File: src/rtl/uart_tx_pkg.sv
package uart_tx_pkg;

    localparam int CHAR_MAX  = 8;
    localparam int STOP_MAX  = 2;
    localparam int FRAME_MAX = 1 + CHAR_MAX + 1 + STOP_MAX;
    localparam int CNT_W     = $clog2(FRAME_MAX + 1);

    typedef enum logic [1:0] {
        PAR_NONE = 2'b00,
        PAR_EVEN = 2'b01,
        PAR_ODD  = 2'b10,
        PAR_ZERO = 2'b11
    } parity_e;

    typedef struct packed {
        logic    len7;
        parity_e parity;
        logic    stop2;
        logic    msb_first;
    } tx_cfg_t;

    typedef struct packed {
        logic [FRAME_MAX-1:0] bits;   // bit 0 goes out first
        logic [CNT_W-1:0]     count;
    } frame_t;

    function automatic logic parity_of(input logic [CHAR_MAX-1:0] chr,
                                       input parity_e mode);
        logic x;
        x = ^chr;
        case (mode)
            PAR_EVEN: parity_of = x;
            PAR_ODD:  parity_of = ~x;
            default:  parity_of = 1'b0;
        endcase
    endfunction

endpackage

File: src/rtl/uart_tx_framer.sv
module uart_tx_framer
    import uart_tx_pkg::*;
(
    input  logic [CHAR_MAX-1:0] data,
    input  tx_cfg_t             cfg,
    output frame_t              frame
);
    localparam int NSHORT = CHAR_MAX - 1;

    logic [CHAR_MAX-1:0] masked;
    logic [CHAR_MAX-1:0] ordered;
    int                  nchar;
    int                  pos;

    always_comb begin
        nchar  = cfg.len7 ? NSHORT : CHAR_MAX;
        masked = data;
        if (cfg.len7)
            masked[CHAR_MAX-1] = 1'b0;
    end

    // character bits rearranged into send order for both lengths
    always_comb begin
        ordered = '0;
        for (int i = 0; i < CHAR_MAX; i++) begin
            if (i < nchar)
                ordered[i] = cfg.msb_first ? masked[nchar-1-i] : masked[i];
        end
    end

    always_comb begin
        frame.bits    = '1;
        frame.bits[0] = 1'b0;
        pos           = 1;
        for (int i = 0; i < CHAR_MAX; i++) begin
            if (i < nchar) begin
                frame.bits[pos] = ordered[i];
                pos = pos + 1;
            end
        end
        if (cfg.parity != PAR_NONE) begin
            frame.bits[pos] = parity_of(masked, cfg.parity);
            pos = pos + 1;
        end
        pos = pos + (cfg.stop2 ? STOP_MAX : 1);
        frame.count = CNT_W'(pos);
    end

endmodule

File: src/rtl/uart_tx_shifter.sv
module uart_tx_shifter
    import uart_tx_pkg::*;
(
    input  logic   clk,
    input  logic   rst,
    input  logic   baud_tick,
    input  logic   load,
    input  frame_t frame,
    input  logic   invert_in,
    output logic   busy,
    output logic   line
);
    logic [FRAME_MAX-1:0] sh_q;
    logic [CNT_W-1:0]     rem_q;
    logic                 busy_q;
    logic                 bit_q;
    logic                 inv_q;

    always_ff @(posedge clk) begin
        if (rst) begin
            sh_q   <= '1;
            rem_q  <= '0;
            busy_q <= 1'b0;
            bit_q  <= 1'b1;
            inv_q  <= 1'b0;
        end else begin
            if (!busy_q)
                inv_q <= invert_in;
            if (load) begin
                sh_q   <= frame.bits;
                rem_q  <= frame.count;
                busy_q <= 1'b1;
            end else if (busy_q && baud_tick) begin
                if (rem_q != '0) begin
                    bit_q <= sh_q[0];
                    sh_q  <= {1'b1, sh_q[FRAME_MAX-1:1]};
                    rem_q <= rem_q - 1'b1;
                end else begin
                    busy_q <= 1'b0;
                end
            end
        end
    end

    assign busy = busy_q;
    assign line = bit_q ^ inv_q;

endmodule

File: src/rtl/uart_frame_tx.sv
module uart_frame_tx
    import uart_tx_pkg::*;
(
    input  logic       clk,
    input  logic       rst,
    input  logic       baud_tick,
    input  logic       in_valid,
    output logic       in_ready,
    input  logic [7:0] in_data,
    input  logic       cfg_len7,
    input  logic [1:0] cfg_parity,
    input  logic       cfg_stop2,
    input  logic       cfg_msb_first,
    input  logic       cfg_invert,
    output logic       tx_line,
    output logic       busy
);
    tx_cfg_t cfg;
    frame_t  frame;
    logic    accept;
    logic    busy_w;

    always_comb begin
        cfg.len7      = cfg_len7;
        cfg.parity    = parity_e'(cfg_parity);
        cfg.stop2     = cfg_stop2;
        cfg.msb_first = cfg_msb_first;
    end

    uart_tx_framer u_framer (
        .data  (in_data),
        .cfg   (cfg),
        .frame (frame)
    );

    assign accept = in_valid && !busy_w;

    uart_tx_shifter u_shift (
        .clk       (clk),
        .rst       (rst),
        .baud_tick (baud_tick),
        .load      (accept),
        .frame     (frame),
        .invert_in (cfg_invert),
        .busy      (busy_w),
        .line      (tx_line)
    );

    assign busy     = busy_w;
    assign in_ready = !busy_w;

endmodule

File: config.mk
export PLATFORM = sky130hd
export DESIGN_NAME = uart_frame_tx
export DESIGN_NICKNAME = d
export VERILOG_FILES = /design/src/rtl/uart_tx_pkg.sv /design/src/rtl/uart_tx_framer.sv /design/src/rtl/uart_tx_shifter.sv /design/src/rtl/uart_frame_tx.sv
export SDC_FILE = /design/constraint.sdc
export NUM_CORES = 1
export LEC_CHECK = 0
export BUFFER_PORTS_ARGS = -buffer_cell sky130_fd_sc_hd__buf_4
export CORE_ASPECT_RATIO = 1.4
export CORE_MARGIN = 8
export CORE_UTILIZATION = 35
export CTS_CLUSTER_SIZE = 30
export DETAILED_ROUTE_END_ITERATION = 7
export PLACE_DENSITY = 0.53
export SYNTH_ARGS = -nofsm -noshare
export SYNTH_HDL_FRONTEND = slang
export SYNTH_SLANG_ARGS = --single-unit
File: constraint.sdc
create_clock -name clk -period 2 [get_ports clk]
set_input_delay 0.5 -clock clk [delete_from_list [all_inputs] [get_ports clk]]
set_output_delay 0.5 -clock clk [all_outputs]
set_load 0.03 [all_outputs]
# ---- Word-level counts from Yosys, hierarchy flattened
# Cells that the tools add are included.
dict set report classes {
  add_sub_neg 18
  order_cmp 32
  n_eq_ne 3
  n_mux 95
  n_bitwise 3
  reduce_logical 19
}
# op count
set op_table {}
lappend op_table {{32-bit by 5-bit < comparator with 1-bit output, second input constant} 8}
lappend op_table {{32-bit by 1-bit greater-or-equal comparator with 1-bit output, second input constant} 7}
lappend op_table {{32-bit by 6-bit < comparator with 1-bit output, second input constant} 7}
lappend op_table {{32-bit two-way mux} 7}
lappend op_table {{32-bit by 2-bit adder with 32-bit output, second input constant} 6}
lappend op_table {{12-bit two-way mux} 11}
lappend op_table {{4-bit by 32-bit < comparator with 1-bit output, first input constant} 4}
lappend op_table {{32-bit by 4-bit subtractor with 32-bit output, second input constant} 4}
lappend op_table {{12-bit bitwise mux} 8}
lappend op_table {{3-bit by 32-bit < comparator with 1-bit output, first input constant} 2}
lappend op_table {{32-bit by 2-bit subtractor with 32-bit output, second input constant} 2}
lappend op_table {{32-bit by 3-bit subtractor with 32-bit output, second input constant} 2}
lappend op_table {{1-bit two-way mux} 45}
lappend op_table {{1-bit demux with 4-bit select} 8}
lappend op_table {{1-bit by 32-bit < comparator with 1-bit output, first input constant} 1}
lappend op_table {{2-bit by 32-bit < comparator with 1-bit output, first input constant} 1}
lappend op_table {{1-bit binary-select mux with 3-bit select} 8}
lappend op_table {{4-bit two-way mux} 5}
lappend op_table {{1-bit logical AND} 10}
lappend op_table {{8-bit parity} 1}
lappend op_table {{2-bit nonzero test} 3}
lappend op_table {{2-bit by 5-bit < comparator with 1-bit output, second input constant} 1}
lappend op_table {{4-bit by 2-bit adder with 4-bit output, second input constant} 1}
lappend op_table {{4-bit adder} 1}
lappend op_table {{14 further kinds} 17}
dict set report word_totals {
  regBits 19
  inputBits 18
  output_inout_bits 3
  wordCells 175
}

# ---- Depth between registers and ports, before layout
dict set report depth {
  word_depth 25
  mapped_depth 8
  mapped_depth_nobuf 7
}

# ---- Modules after synthesis
# A second synthesis with hierarchy kept.
dict set report hier_totals {
  hier_cells 164
  hier_area_um2 1340.0
}
# mod n_inst cells_per_inst area_each_um2 seq_area_each_um2
set modules_own_cells {}
lappend modules_own_cells {uart_tx_shifter 1 116 982.2 380.4}
lappend modules_own_cells {uart_tx_framer 1 46 347.8 0.0}
lappend modules_own_cells {uart_frame_tx 1 2 10.0 0.0}

# ---- Least setup slack after synthesis
# OpenSTA, ideal clock, no wires.
dict set report synth_timing {
  path_type {input -> register}
  startpoint {input cfg_parity[1]}
  endpoint {register u_shift.rem_q[1]}
  setup_time_ps 70
  arrival_ps 1841
  t_required_ps 1930
  path_slack_ps 89
  cell_stages 6
  path_buffers 0
  path_cell_list {or2_2 -> ha_1 -> ha_1 -> fa_1 -> nand2_1 -> a21oi_1}
}
dict set report synth_between {
  elab_chain_len 4
}
# item line_no
set synth_rtl {}
lappend synth_rtl {{from (decl)} uart_frame_tx.sv:11} ;# input logic [1:0] cfg_parity,
lappend synth_rtl {{2-bit nonzero test} uart_tx_framer.sv:41} ;# if (cfg.parity != PAR_NONE) begin
lappend synth_rtl {{4-bit two-way mux} uart_tx_framer.sv:41}
lappend synth_rtl {{4-bit adder} uart_tx_framer.sv:45} ;# pos = pos + (cfg.stop2 ? STOP_MAX : 1);
lappend synth_rtl {{4-bit two-way mux} uart_tx_shifter.sv:29} ;# if (load) begin
lappend synth_rtl {{to (signal assigned)} uart_tx_shifter.sv:31} ;# rem_q <= frame.count;
lappend synth_rtl {{to (signal assigned)} uart_tx_shifter.sv:37} ;# rem_q <= rem_q - 1'b1;
lappend synth_rtl {{to (decl)} uart_tx_shifter.sv:14} ;# logic [CNT_W-1:0] rem_q;
# Every way passes these cells.
# A chain may end at the register's enable or synchronous reset.

# ---- Final worst setup path
# Ends and elaborated chain as after synthesis.

==> impl_metrics.toml <==
[drt]
avgViaCountPerCell = 4.97
ant_nets = 0
drtPass1Iterations = 2
drc_errors = 0
wl_mm = 2.43
wl_per_cell_um = 12.3
num_vias = 979
dr.first_iter.drc_count = 30

[clock_network]
cts.clk_slew.worst_paths_ps = 60
cts_tree = "built"
cts.sinks = 17
cts_hold_buffers = 0
cts_setup_buffers = 0
insertion_delay_ps = 240
clk_path_buf_depth = 2
post_cts_resize_count = 0
cts_buffers = 3
h-tree-depth = 1
root_buffer = "clkbuf_8"

[logic_synthesis]
ys_warn_count = 0
synthAdderAreaFrac_pct = 5.13
synth_area_leader_cell = "dfxtp_1"
yosys-top-cells-count = "nand2_1, dfxtp_1, nor2_1, a21oi_1, mux2i_1"
synthCells = 137
yosys_most_used_dff = "dfxtp_1"
ys_seq_elements = 17
synthSimpleGateAreaFrac_pct = 26.1
synth-edff-count = 0
netlist_area_mm2 = 0.00112
synthMuxAreaShare_pct = 8.48
async_reset_ff_share_pct = 0
yosysUniqueCellTypes = 37
synth-compound-area-share_pct = 15.4
synth_top_family_by_area = "simple AND/OR/NAND/NOR gates"
yosysSeqAreaShare_pct = 30.4
synthTopCellsByArea = "dfxtp_1, mux2i_1, nand2_1"
synth_xor_area_share_pct = 9.04
synth.avg_cell_area_um2 = 8.18
post-synth-top-count-cell = "nand2_1"
yosysTopAreaCellShare_pct = 30.4
synth_fp_nets = 159

[sta]
setup-violations-final = 0
rsz0062_at_grt = "false"
fmax_ghz = 0.548
tns_ps = 0
period_minus_slack_ps = 1820
layout_setup_ws_ps = 176
max_slew.worst_pin.slew_ps = 308
maxSlewViolCount = 0
finalCritPeriodShare_pct = 91.2
hold_viol_final = 0
clock_skew_ps = 0.704
timing.slew.headroom_pct = 79.3

[floorplanning]
initial_core_util_pct = 36.2
row_count = 24
die-area_mm2 = 0.00530
io_pins = 21
die_h_um = 83.0
core_area_mm2 = 0.00309
die_x_um = 63.8

[power]
peakVddDrop_uv = 372
swShare_pct = 29.6
power_w = 0.000936
pwr-share-comb_pct = 30.3
powerDensity_mw_per_mm2 = 687
p_seq_share_pct = 42.7
power.internal_w = 0.000659
p_leak_nw = 0.601
p_switching_w = 0.000277
clock_power_share_pct = 27.0

[global_routing]
grt_max_degree = 25
track_usage_pct = 9.32
grt_overflow_total = 0
grt_pass1_vias = 954
grt_pass1_wl_mm = 4.13
antenna_found_initial = 0

[worst_setup_path]
crit_buf_inv = 1
cpPeakStageDelay_ps = 480
cp_top_family = "adder cells"
slowest_stage = "fa_1"
crit_type = "primary input to flop"
crit_path_cell_trace = "buf_4, or2_2, ha_1, ha_1, fa_1, nand2_1, a21oi_1"
cp_common_cell = "ha_1"
endpoint_kind = "flop"
startpoint_type = "primary input"
worst-path-max-fanout = 2
crit_required_ps = 2180
cp_data_arrival_time_ps = 2000

[place]
pre_cts_ws_ps = -82.6
port_buffers = 20
placedCellCount = 193
gp_congestion = 0.798
dp_hpwl_mm = 1.84
dpl_cell_area_mm2 = 0.00132

[run]
cap_viol_max_count = 0

[run_status]
outcome = "finished, final reports clean"

[cells_and_area]
drive_above_1_share_pct = 25.9
design_area_mm2 = 0.00136
diodes = 0
nets = 181
synthToLayoutAreaGrowth_pct = 21.5
layoutNonFillerInstCount = 197

[hold_path]
min_path_type = "primary input to flop"
==> worst reg2reg max path, delay by kind of cell (launching register included) <==
| kind | cells | cell delay [ps] |
|---|---|---|
| adders and majority gates | 1 | 210 |
| DFF | 1 | 410 |
| AOI/OAI and AO/OA | 2 | 300 |
| buffers and inverters | 1 | 70 |
| and+or+nand+nor | 3 | 680 |
==> flip-flops by register name, indices dropped and copies added, names as in the netlist <==
register	count
u_shift.bit_q	1
u_shift.busy	1
u_shift.inv_q	1
u_shift.rem_q	4
u_shift.sh_q	10
==> cells by family after synthesis <==
kind of cell	count (synthesis)
AOI/OAI and AO/OA	26
xor gates and xnor gates	10
adders and majority gates	4
buffers and inverters	13
DFF	17
muxes	9
and+or+nand+nor	58
==> power by group through the flow <==
stage               Combinational [W]  Clock (W)  Sequential (W)
finish                       0.000284   0.000252        0.000400
global route                 0.000319   0.000277        0.000404
CTS                          0.000288   0.000259        0.000400
detailed placement           0.000284          0        0.000407
global placement             0.000281          0        0.000406
floorplan                    0.000200          0        0.000405
==> cells in the final DEF, fill, tap and decap left out, drive strengths merged, types with 4 or more instances in the layout <==
| cell type | n |
|---|---|
| xnor2 | 6 |
| a31oi | 6 |
| a21oi | 10 |
| clkbuf | 4 |
| dfxtp | 17 |
| nand2 | 21 |
| inv | 5 |
| mux2i | 8 |
| or2 | 8 |
| nor2 | 17 |
| buf | 25 |
==> routing by layer <==
layer	vias up	global-route usage, %	wire length, µm
li1	511	-	-
met1	446	10.3	1100
met2	20	15.3	1140
met3	2	3.23	160
met4	0	4.68	28
met5	-	0	0
==> worst paths after layout <==
path / to / from / depth (start not counted) / slack, ps
setup reg to reg: u_shift.sh_q[8] / u_shift.rem_q[0] / 7 / 210
setup / recovery: u_shift.rem_q[1] / cfg_parity[1] / 7 / 180
hold / removal: u_shift.busy / baud_tick / 2 / 460
hold reg to reg: u_shift.sh_q[0] / u_shift.sh_q[1] / 1 / 470
==> through the flow <==
| stage | util [%] | hold WS [ps] |
|---|---|---|
| 2_1_floorplan | - | 429 |
| 3_3_place_gp | 42.5 | 449 |
| 3_5_place_dp | 42.5 | 452 |
| 4_1_cts | 44.0 | 459 |
| 5_1_grt | 44.1 | 475 |
| 6_report | 44.1 | 460 |
==> cell type report <==
type	instances	area [µm²]
inverter	5	18.8
fill	314	1730
clock buffer	4	45.0
timing repair buffer	25	188
multi-input combinational	107	722
sequential	17	340
tap	39	48.8
(Power assumes the default switching activity.)
